**src/rtl/flp_pkg.sv**
```systemverilog
package flp_pkg;

    typedef enum logic [3:0] {
        S_IDLE,
        S_CMD,
        S_GAP,
        S_POLL_A,
        S_POLL_B,
        S_RST,
        S_RST_GAP,
        S_VERIFY,
        S_DONE
    } state_e;

    typedef enum logic [1:0] {
        ERR_NONE    = 2'd0,
        ERR_TIMEOUT = 2'd1,
        ERR_VERIFY  = 2'd2
    } err_e;

    // command offsets relative to sector base
    localparam logic [11:0] OFS_KEY1 = 12'h555;
    localparam logic [11:0] OFS_KEY2 = 12'h2AA;

    localparam logic [7:0] CMD_KEY1    = 8'hAA;
    localparam logic [7:0] CMD_KEY2    = 8'h55;
    localparam logic [7:0] CMD_ERASE_A = 8'h80;
    localparam logic [7:0] CMD_ERASE_B = 8'h30;
    localparam logic [7:0] CMD_PROG    = 8'hA0;
    localparam logic [7:0] CMD_RESET   = 8'hF0;
    localparam logic [7:0] ERASED      = 8'hFF;

endpackage

```
**src/rtl/flp_cmd_rom.sv**
```systemverilog
module flp_cmd_rom #(
    parameter int FL_AW     = 13,
    parameter int SECT_BASE = 0
) (
    input  logic             op_prog,
    input  logic [2:0]       step,
    input  logic [FL_AW-1:0] tgt_addr,
    input  logic [7:0]       src_byte,
    output logic [FL_AW-1:0] cmd_addr,
    output logic [7:0]       cmd_data,
    output logic             cmd_last
);
    import flp_pkg::*;

    localparam logic [FL_AW-1:0] A_BASE = FL_AW'(SECT_BASE);
    localparam logic [FL_AW-1:0] A_KEY1 = A_BASE + FL_AW'(OFS_KEY1);
    localparam logic [FL_AW-1:0] A_KEY2 = A_BASE + FL_AW'(OFS_KEY2);

    always_comb begin
        cmd_addr = A_BASE;
        cmd_data = CMD_RESET;
        cmd_last = 1'b0;
        case (step)
            3'd0: begin cmd_addr = A_KEY1; cmd_data = CMD_KEY1; end
            3'd1: begin cmd_addr = A_KEY2; cmd_data = CMD_KEY2; end
            3'd2: begin
                cmd_addr = A_KEY1;
                cmd_data = op_prog ? CMD_PROG : CMD_ERASE_A;
            end
            3'd3: begin
                if (op_prog) begin
                    cmd_addr = tgt_addr;
                    cmd_data = src_byte;
                    cmd_last = 1'b1;
                end else begin
                    cmd_addr = A_KEY1;
                    cmd_data = CMD_KEY1;
                end
            end
            3'd4: begin cmd_addr = A_KEY2; cmd_data = CMD_KEY2; end
            3'd5: begin
                cmd_addr = A_BASE;
                cmd_data = CMD_ERASE_B;
                cmd_last = 1'b1;
            end
            default: begin
                cmd_addr = A_BASE;
                cmd_data = CMD_RESET;
                cmd_last = 1'b1;
            end
        endcase
    end

endmodule

```
**src/rtl/flp_gap_timer.sv**
```systemverilog
module flp_gap_timer #(
    parameter int CYC = 8
) (
    input  logic clk,
    input  logic rst_n,
    input  logic load,
    output logic expired
);
    localparam int CW = $clog2(CYC + 1);

    logic [CW-1:0] cnt_d, cnt_q;

    always_comb begin
        cnt_d = cnt_q;
        if (load)
            cnt_d = CW'(CYC);
        else if (cnt_q != '0)
            cnt_d = cnt_q - 1'b1;
    end

    always_ff @(posedge clk or negedge rst_n) begin
        if (!rst_n) cnt_q <= '0;
        else        cnt_q <= cnt_d;
    end

    assign expired = (cnt_q <= CW'(1));

endmodule

```
**src/rtl/flp_poll_ctr.sv**
```systemverilog
module flp_poll_ctr #(
    parameter int LIMIT = 1000000
) (
    input  logic clk,
    input  logic rst_n,
    input  logic clr,
    input  logic inc,
    output logic at_limit
);
    localparam int CW = (LIMIT > 1) ? $clog2(LIMIT) : 1;

    logic [CW-1:0] cnt_d, cnt_q;

    always_comb begin
        cnt_d = cnt_q;
        if (clr)
            cnt_d = '0;
        else if (inc)
            cnt_d = cnt_q + 1'b1;
    end

    always_ff @(posedge clk or negedge rst_n) begin
        if (!rst_n) cnt_q <= '0;
        else        cnt_q <= cnt_d;
    end

    assign at_limit = (cnt_q >= CW'(LIMIT - 1));

endmodule

```
**src/rtl/flash_sector_prog.sv**
```systemverilog
module flash_sector_prog #(
    parameter int FL_AW      = 13,
    parameter int SECT_AW    = 13,
    parameter int SECT_BASE  = 0,
    parameter int SETTLE_CYC = 8,
    parameter int POLL_LIMIT = 1000000
) (
    input  logic               clk,
    input  logic               rst_n,
    input  logic               start,
    input  logic               op_prog,
    output logic [SECT_AW-1:0] src_addr,
    input  logic [7:0]         src_data,
    output logic [FL_AW-1:0]   fl_addr,
    output logic [7:0]         fl_wdata,
    output logic               fl_we,
    output logic               fl_re,
    input  logic [7:0]         fl_rdata,
    output logic               busy,
    output logic               done,
    output logic [1:0]         err
);
    import flp_pkg::*;

    localparam logic [FL_AW-1:0] A_BASE = FL_AW'(SECT_BASE);

    typedef struct packed {
        state_e             st;
        logic               op;
        logic [SECT_AW-1:0] idx;
        logic [2:0]         step;
        logic [7:0]         first;
        err_e               err;
        logic               tmo;
    } regs_t;

    localparam regs_t REGS_RST = '{
        st: S_IDLE, op: 1'b0, idx: '0, step: '0,
        first: '0, err: ERR_NONE, tmo: 1'b0
    };

    regs_t r_d, r_q;

    logic             gap_load, gap_done;
    logic             poll_clr, poll_inc, poll_at_limit;
    logic [FL_AW-1:0] tgt_addr, rom_addr;
    logic [7:0]       rom_data, expect_byte;
    logic             rom_last, idx_last;

    assign tgt_addr    = A_BASE + FL_AW'(r_q.idx);
    assign idx_last    = &r_q.idx;
    assign expect_byte = r_q.op ? src_data : ERASED;

    flp_cmd_rom #(
        .FL_AW     (FL_AW),
        .SECT_BASE (SECT_BASE)
    ) u_rom (
        .op_prog  (r_q.op),
        .step     (r_q.step),
        .tgt_addr (tgt_addr),
        .src_byte (src_data),
        .cmd_addr (rom_addr),
        .cmd_data (rom_data),
        .cmd_last (rom_last)
    );

    flp_gap_timer #(
        .CYC (SETTLE_CYC)
    ) u_gap (
        .clk     (clk),
        .rst_n   (rst_n),
        .load    (gap_load),
        .expired (gap_done)
    );

    flp_poll_ctr #(
        .LIMIT (POLL_LIMIT)
    ) u_poll (
        .clk      (clk),
        .rst_n    (rst_n),
        .clr      (poll_clr),
        .inc      (poll_inc),
        .at_limit (poll_at_limit)
    );

    always_comb begin
        r_d      = r_q;
        gap_load = 1'b0;
        poll_clr = 1'b0;
        poll_inc = 1'b0;
        fl_we    = 1'b0;
        fl_re    = 1'b0;
        fl_addr  = A_BASE;
        fl_wdata = '0;

        case (r_q.st)
            S_IDLE: begin
                if (start) begin
                    r_d.op   = op_prog;
                    r_d.idx  = '0;
                    r_d.step = '0;
                    r_d.err  = ERR_NONE;
                    r_d.tmo  = 1'b0;
                    r_d.st   = S_CMD;
                end
            end
            S_CMD: begin
                fl_we    = 1'b1;
                fl_addr  = rom_addr;
                fl_wdata = rom_data;
                gap_load = 1'b1;
                poll_clr = 1'b1;
                r_d.st   = S_GAP;
            end
            S_GAP: begin
                if (gap_done) begin
                    if (rom_last) begin
                        r_d.st = S_POLL_A;
                    end else begin
                        r_d.step = r_q.step + 3'd1;
                        r_d.st   = S_CMD;
                    end
                end
            end
            S_POLL_A: begin
                fl_re     = 1'b1;
                r_d.first = fl_rdata;
                r_d.st    = S_POLL_B;
            end
            S_POLL_B: begin
                fl_re = 1'b1;
                if (fl_rdata == r_q.first) begin
                    if (r_q.op && !idx_last) begin
                        r_d.idx  = r_q.idx + 1'b1;
                        r_d.step = '0;
                        r_d.st   = S_CMD;
                    end else begin
                        r_d.st = S_RST;
                    end
                end else if (poll_at_limit) begin
                    r_d.tmo = 1'b1;
                    r_d.st  = S_RST;
                end else begin
                    poll_inc = 1'b1;
                    r_d.st   = S_POLL_A;
                end
            end
            S_RST: begin
                fl_we    = 1'b1;
                fl_wdata = CMD_RESET;
                gap_load = 1'b1;
                r_d.st   = S_RST_GAP;
            end
            S_RST_GAP: begin
                if (gap_done) begin
                    if (r_q.tmo) begin
                        r_d.err = ERR_TIMEOUT;
                        r_d.st  = S_DONE;
                    end else begin
                        r_d.idx = '0;
                        r_d.st  = S_VERIFY;
                    end
                end
            end
            S_VERIFY: begin
                fl_re   = 1'b1;
                fl_addr = tgt_addr;
                if (fl_rdata != expect_byte) begin
                    r_d.err = ERR_VERIFY;
                    r_d.st  = S_DONE;
                end else if (idx_last) begin
                    r_d.st = S_DONE;
                end else begin
                    r_d.idx = r_q.idx + 1'b1;
                end
            end
            S_DONE: begin
                r_d.st = S_IDLE;
            end
            default: r_d.st = S_IDLE;
        endcase
    end

    always_ff @(posedge clk or negedge rst_n) begin
        if (!rst_n) r_q <= REGS_RST;
        else        r_q <= r_d;
    end

    assign src_addr = r_q.idx;
    assign busy     = (r_q.st != S_IDLE);
    assign done     = (r_q.st == S_DONE);
    assign err      = r_q.err;

endmodule

```
**config.mk**
```make
export PLATFORM = sky130hd
export DESIGN_NAME = flash_sector_prog
export DESIGN_NICKNAME = d
export VERILOG_FILES = /design/src/rtl/flp_pkg.sv /design/src/rtl/flp_cmd_rom.sv /design/src/rtl/flp_gap_timer.sv /design/src/rtl/flp_poll_ctr.sv /design/src/rtl/flash_sector_prog.sv
export SDC_FILE = /design/constraint.sdc
export NUM_CORES = 1
export LEC_CHECK = 0
export ABC_AREA = 0
export BUFFER_PORTS_ARGS = -buffer_cell sky130_fd_sc_hd__buf_2
export CAP_MARGIN = 25
export CORE_MARGIN = 2
export CORE_UTILIZATION = 50
export DETAILED_ROUTE_END_ITERATION = 8
export PLACE_DENSITY_LB_ADDON = 0.3
export REMOVE_ABC_BUFFERS = 1
export SLEW_MARGIN = 20
export SYNTH_ARGS = -nofsm -noshare
export SYNTH_HDL_FRONTEND = slang
export SYNTH_HIERARCHICAL = 1
export SYNTH_SLANG_ARGS = --single-unit
```
**constraint.sdc**
```tcl
create_clock -name clk -period 2.89 [get_ports clk]
set_input_delay 0.578 -clock clk [delete_from_list [all_inputs] [get_ports clk]]
set_output_delay 0.578 -clock clk [all_outputs]
set_load 0.1 [all_outputs]
```
==> results of run 1 <==
sequential cells by signal, summed over array words and instances (netlist names):
signal and cells:
src_addr 13, err 2, u_gap/cnt_q 4, u_poll/cnt_q 20
r_q 17
area by class of cell:
| type | count | area [sq um] |
|---|---|---|
| Clock buffer | 6 | 72.57 |
| Clock inverter | 2 | 38.79 |
| Multi-Input combinational cell | 361 | 2541 |
| Fill cell | 681 | 3059 |
| Inverter | 16 | 60.06 |
| Timing Repair Buffer | 99 | 910.9 |
| Tap cell | 105 | 131.4 |
| Sequential cell | 56 | 1403 |
Yosys cell counts (all sizes together) (4+ instances only):
| cell | instances | share of area (%) |
|---|---|---|
| a21boi | 9 | 1.6 |
| a21oi | 33 | 4.0 |
| a22o | 12 | 2.5 |
| a41o | 4 | 0.94 |
| and2 | 7 | 1.1 |
| and3 | 7 | 1.2 |
| buf | 34 | 5.8 |
| clkbuf | 4 | 0.35 |
| dfrtp | 56 | 33 |
| ha | 5 | 1.5 |
| inv | 16 | 1.4 |
| mux2 | 13 | 3.6 |
| mux2i | 8 | 1.9 |
| nand2 | 41 | 3.6 |
| nand2b | 10 | 1.7 |
| nand3 | 10 | 1.6 |
| nand4 | 13 | 2.3 |
| nand4b | 4 | 0.83 |
| nor2 | 32 | 2.8 |
| nor2b | 4 | 0.59 |
| nor3 | 12 | 1.8 |
| nor3b | 7 | 1.6 |
| nor4 | 9 | 1.6 |
| o21a | 5 | 0.89 |
| o21ai | 27 | 3.2 |
| o31ai | 6 | 1.4 |
| or3 | 9 | 1.3 |
| or4 | 4 | 0.71 |
| xnor2 | 19 | 3.9 |
| xor2 | 5 | 1.0 |
power groups by stage:
stage          logic, mW  registers [mW]  clock network (mW)
6_report            3.02            1.18               0.535
5_1_grt             3.23            1.21               0.583
4_1_cts             3.01            1.18               0.548
3_5_place_dp        3.01            1.19                   0
3_3_place_gp        2.93            1.18                   0
2_1_floorplan       1.92            1.30                   0
kinds of logic (layout without fill, tap and decap cells):
logic type,count (synthesis),count (layout)
AOI/OAI and AO/OA,126,126
xor gates and xnor gates,24,24
adders and majority gates,5,5
buffers and inverters,54,123
DFF,56,56
muxes,21,21
and+or+nand+nor,185,185
routing by layer:
layer	up-vias	GRT usage, %	part of all wire, %
met5	-	0	0
met4	0	7.024	1.7
met3	17	4.307	6.0
met2	136	41.90	49
met1	1890	34.69	43
li1	1845	-	-
timing repair:
| action | 4_1_cts | 5_1_grt |
|---|---|---|
| gates resized for setup | 0 | 4 |
| hold buffers | 0 | 0 |
| endpoints found under the setup margin | 0 | 5 |
layout by cell type (no fill, tap or decap), drive strengths merged, types with 12 or more instances in the layout:
cell type,n
nor2,32
nand4,13
o21ai,27
nand2,41
xnor2,19
dfrtp,56
a22o,12
buf,99
inv,17
nor3,12
a21oi,33
mux2,13
critical path: cells and delay by family, from the launching register on:
family	cells	cell delay [ns]
AND/OR/NAND/NOR	6	1.86
AO/OA/AOI/OAI	3	0.41
flip-flops	1	0.40
worst paths after layout:
check / cells past startpoint / from / end / slack [ns]
worst max register to register: 9 / u_poll/cnt_q[15]$_DFFE_PN0P_ / u_poll/cnt_q[17]$_DFFE_PN0P_ / 0.15
worst min-delay path: 1 / rst_n / u_gap/cnt_q[3]$_DFFE_PN0P_ / 0.36
min in group clk: 2 / op_prog / r_q[27]$_DFFE_PN0P_ / 0.51
worst max-delay path: 9 / u_poll/cnt_q[15]$_DFFE_PN0P_ / u_poll/cnt_q[17]$_DFFE_PN0P_ / 0.15
max in group asynchronous: 2 / rst_n / r_q[12]$_DFFE_PN0P_ / 1.82
worst min register to register: 1 / err[1]$_DFFE_PN0P_ / err[1]$_DFFE_PN0P_ / 0.52
==> results.json, run 1 <==
{
  "status": "finished clean",
  "netlist_area_sq_um": 4242,
  "synthFlopType": "dfrtp_1",
  "relSlewSlack_pct": 43.60,
  "period_needed_ns": 2.744,
  "cts_sinks": 56,
  "ios": 60,
  "fmax_mhz": 364.5,
  "timing_worst_setup_path_type": "flop to flop",
  "drv_slew": 0,
  "grt_pass1_vias": 3749,
  "rows": 33,
  "synth.yosys.seq_area_share_pct": 33.04,
  "chipWidth_um": 96.11,
  "p_sw_share_pct": 51.88,
  "num_vias": 3888,
  "postCtsSetupBuffers": 0,
  "critPathMaxFanout": 6,
  "hold_class": "primary input to asynchronous set/reset pin",
  "peakVddDrop_mv": 0.8752,
  "antenna_left": 0,
  "setup_violations": 0,
  "routed_wirelength_um": 11030,
  "drive_gt1_share_pct": 27.41,
  "final_nets": 564,
  "antenna_cells": 0,
  "yosys.area_share.simple_pct": 26.05,
  "syn_to_final_growth_pct": 21.59,
  "synth_fa_ha_area_share_pct": 1.475,
  "grt_max_degree": 37,
  "cp-end-kind": "flop",
  "post-route-period-util_pct": 94.94,
  "syn_inst": 471,
  "clockPowerShare_pct": 11.3,
  "cap_viol_max_count": 0,
  "synth_top_family_by_area": "simple AND/OR/NAND/NOR gates",
  "seq_power_share_pct": 25.0,
  "firstDrtPassIters": 5,
  "fin_util_pct": 62.77,
  "numCtsBuffers": 5,
  "fin_skew_ns": 0.005981,
  "grt_first_pass_wirelength_um": 18430,
  "synth_compound_area_share_pct": 21.36,
  "route.detailed.drc": 0,
  "worst_skew_pair.late_latency_ns": 0.32,
  "fin_setup_tns_ns": 0,
  "slowest_stage": "or4_4",
  "antenna_found_initial": 0,
  "port_buffers": 59,
  "hold_ws_ns": 0.3561,
  "cp_cell_sequence": "nor4_1, nand2_1, a21oi_1, nor3_1, nor3_1, o211ai_2, or4_4, or4_1, a21oi_1",
  "syn-mean-instance-area_sq_um": 9.005,
  "pre_cts_slack_ns": 0.02120,
  "power.internal_mw": 2.279,
  "cts_tree": "yes",
  "leakage_nw": 2.220,
  "die_h_um": 96.11,
  "rsz0062_at_grt": "no",
  "viasPerCell": 6.028,
  "synthArstFlopShare_pct": 100.0,
  "synth_edf_count": 0,
  "coreArea_sq_um": 8217,
  "worst_pin_slew_ns": 0.8461,
  "p_total_mw": 4.736,
  "power_switching_mw": 2.457,
  "yosysUniqueCellTypes": 79,
  "fin_cells": 645,
  "clk_pin_slew_ns": 0.10,
  "ys_ff_latch": 56,
  "post_drt_wl_per_cell_um": 17.09,
  "drtIter0Drc": 304,
  "root_buffer": "clkbuf_8",
  "synth_xor_area_share_pct": 4.956,
  "fin_area_sq_um": 5157,
  "clk_path_buf_depth": 2,
  "arrival_ns": 2.99,
  "dp.cells": 637,
  "dp_hpwl_um": 8047,
  "hold_viol": 0,
  "slowest_delay_ns": 0.56,
  "die_area_sq_um": 9236,
  "routabilityCongestion": 0.8480,
  "start_kind": "flop",
  "cp_data_required_time_ns": 3.14,
  "synth.area.mux_share_pct": 5.516,
  "yosysWarnings": 6,
  "htreeDepth": 2,
  "grt_overflow": 0,
  "p_comb_share_pct": 63.7,
  "post_dp_cell_area_sq_um": 5027,
  "powerDensity_nw_per_um2": 918.2,
  "start_util_pct": 51.62,
  "grt_use_total_pct": 25.49,
  "setup_slack_ns": 0.1462
}
No activity file was read; power rests on OpenSTA's default activity.
==> run 2, diff against run 1 <==
--- a/config.mk
+++ b/config.mk
@@ -8,9 +8,9 @@
 export ABC_AREA = 0
 export BUFFER_PORTS_ARGS = -buffer_cell sky130_fd_sc_hd__buf_2
 export CAP_MARGIN = 25
-export CORE_MARGIN = 2
 export CORE_UTILIZATION = 50
 export DETAILED_ROUTE_END_ITERATION = 8
+export HOLD_SLACK_MARGIN = 0.12
 export PLACE_DENSITY_LB_ADDON = 0.3
 export REMOVE_ABC_BUFFERS = 1
 export SLEW_MARGIN = 20
==> constraint.sdc (replaced) <==
create_clock -name clk -period 2.26 [get_ports clk]
set_input_delay 0.452 -clock clk [delete_from_list [all_inputs] [get_ports clk]]
set_output_delay 0.452 -clock clk [all_outputs]
set_load 0.1 [all_outputs]
==> results.json, run 2 (same netlist as run 1, synthesis figures left out) <==
{
  "status": "complete, but fails checks",
  "violations": "negative setup slack",
  "top_register": "u_poll/cnt_q",
  "antenna_left": 0,
  "cts_tree": "yes",
  "leakage_nw": 2.766,
  "drtIter0Drc": 468,
  "clk_pin_slew_ns": 0.12,
  "grt_first_pass_wirelength_um": 20370,
  "routabilityCongestion": 0.9037,
  "wl_met3_um": 1147,
  "multi_input_area_sq_um": 2831,
  "dr_wl_met2_um": 7109,
  "root_buffer": "clkbuf_8",
  "fin_cells": 724,
  "final_common_cell": "buf_4",
  "start_util_pct": 51.62,
  "wl_met1_um": 5734,
  "cp-end-kind": "flop",
  "setup_violations": 25,
  "grt_use_total_pct": 29.81,
  "numCtsBuffers": 5,
  "cap_viol_max_count": 0,
  "final_nets": 643,
  "rows": 33,
  "critPathMaxFanout": 6,
  "antenna_found_initial": 0,
  "peakVddDrop_mv": 0.9439,
  "reg2regPathDepth": 10,
  "port_buffers": 59,
  "num_vias": 4556,
  "period_needed_ns": 2.675,
  "die_area_sq_um": 8856,
  "syn_to_final_growth_pct": 47.82,
  "hold_class": "primary input to asynchronous set/reset pin",
  "arrival_ns": 2.95,
  "post_dp_cell_area_sq_um": 5435,
  "post_drt_wl_per_cell_um": 20.19,
  "fillers": 490,
  "fin_skew_ns": 0.01449,
  "top_layer": "met4",
  "hold_buffers": 0,
  "viasPerCell": 6.293,
  "powerDensity_nw_per_um2": 1187,
  "grt_max_degree": 57,
  "coreArea_sq_um": 8217,
  "routed_wirelength_um": 14620,
  "clk_path_buf_depth": 2,
  "firstDrtPassIters": 5,
  "chipWidth_um": 94.11,
  "route.detailed.drc": 0,
  "dp.cells": 684,
  "drive_gt1_share_pct": 44.43,
  "r2r_setup_slack_ns": -0.42,
  "cts_sinks": 56,
  "cp_data_required_time_ns": 2.53,
  "fmax_mhz": 373.8,
  "setup_slack_ns": -0.4150,
  "grt_pass1_vias": 4146,
  "start_kind": "flop",
  "ios": 60,
  "drv_slew": 0,
  "timing.rr.end": "u_poll/cnt_q[17]$_DFFE_PN0P_",
  "r2r-start": "u_poll/cnt_q[1]$_DFFE_PN0P_",
  "relSlewSlack_pct": 64.23,
  "fin_area_sq_um": 6270,
  "grt_overflow": 0,
  "worst_skew_pair.late_latency_ns": 0.33,
  "seq_area_sq_um": 1405,
  "hold_viol": 0,
  "post-route-period-util_pct": 118.4,
  "hold_ws_ns": 0.1017,
  "die_h_um": 94.11,
  "antenna_cells": 0,
  "final_cell_mix": "98 x buf_4, 53 x dfrtp_1, 38 x nand2_1",
  "timing_worst_setup_path_type": "flop to flop",
  "largest_register_ffs": 20,
  "worst_pin_slew_ns": 0.5355,
  "htreeDepth": 2,
  "rsz0062_at_grt": "yes",
  "dp_hpwl_um": 8442
}
-- run 2: critical path: stages (launching register included) --
cell      delay [ns]
dfrtp_1         0.42
ha_2            0.19
nand3_1         0.10
o21ai_1         0.09
a21oi_2         0.17
nor3_2          0.08
nor3_2          0.24
o211ai_2        0.13
or4_4           0.58
or4_4           0.53
a21oi_2         0.12
-- run 2: worst max-delay path by stage --
| stage | start | slack (ns) | cells past startpoint | endpoint |
|---|---|---|---|---|
| CTS | u_poll/cnt_q[10]$_DFFE_PN0P_ | -0.29 | 9 | u_poll/cnt_q[19]$_DFFE_PN0P_ |
| detailed placement | u_poll/cnt_q[15]$_DFFE_PN0P_ | -0.53 | 9 | u_poll/cnt_q[17]$_DFFE_PN0P_ |
| global route | u_poll/cnt_q[1]$_DFFE_PN0P_ | -0.52 | 10 | u_poll/cnt_q[17]$_DFFE_PN0P_ |
| finish | u_poll/cnt_q[1]$_DFFE_PN0P_ | -0.42 | 10 | u_poll/cnt_q[17]$_DFFE_PN0P_ |
| floorplan | r_q[30]$_DFFE_PN0P_ | -1.87 | 1 | done |
| global placement | u_poll/cnt_q[0]$_DFFE_PN0P_ | -0.43 | 10 | u_poll/cnt_q[17]$_DFFE_PN0P_ |
-- run 2: routing by layer --
metal	up-vias	track usage, %
li1	2018	-
met1	2210	38.16
met2	266	50.36
met3	62	4.369
met4	0	11.79
met5	-	0
-- run 2: area by class of cell --
| type | instances | area share [%] |
|---|---|---|
| multi-input cells | 361 | 45.16 |
| repair buffers | 178 | 27.52 |
| flip-flops and latches | 56 | 22.41 |
| well taps | 105 | 2.095 |
| clock buffers | 6 | 1.157 |
| inverters | 16 | 1.038 |
| clock inverters | 2 | 0.6186 |
-- run 2: what timing repair did --
| action | 4_1_cts | 5_1_grt |
|---|---|---|
| endpoints found under the setup margin | 41 | 56 |
| pin swaps | 23 | 31 |
| gates resized for setup | 37 | 57 |
| buffers inserted | 13 | 20 |
| hold endpoints to repair | 0 | 0 |
| cloned | 2 | 2 |
-- run 2: where the power goes --
group | switching [mW] | internal, mW
clock | 0.368 | 0.336
sequential | 0.200 | 1.21
combinational | 3.08 | 2.25
total | 3.65 | 3.80
-- run 2: per-stage QoR --
step                      TNS, ns  worst slack (ns)  util [%]  power [mW]
after floorplan            -48.48            -1.874         -       4.123
after global placement     -2.024           -0.4312     66.15       5.591
after detailed placement   -3.482           -0.5337     66.15       5.695
after CTS                  -1.515           -0.2930     71.07       6.793
after global routing       -4.756           -0.5172     76.31       7.737
final                      -2.586           -0.4150     76.31       7.445
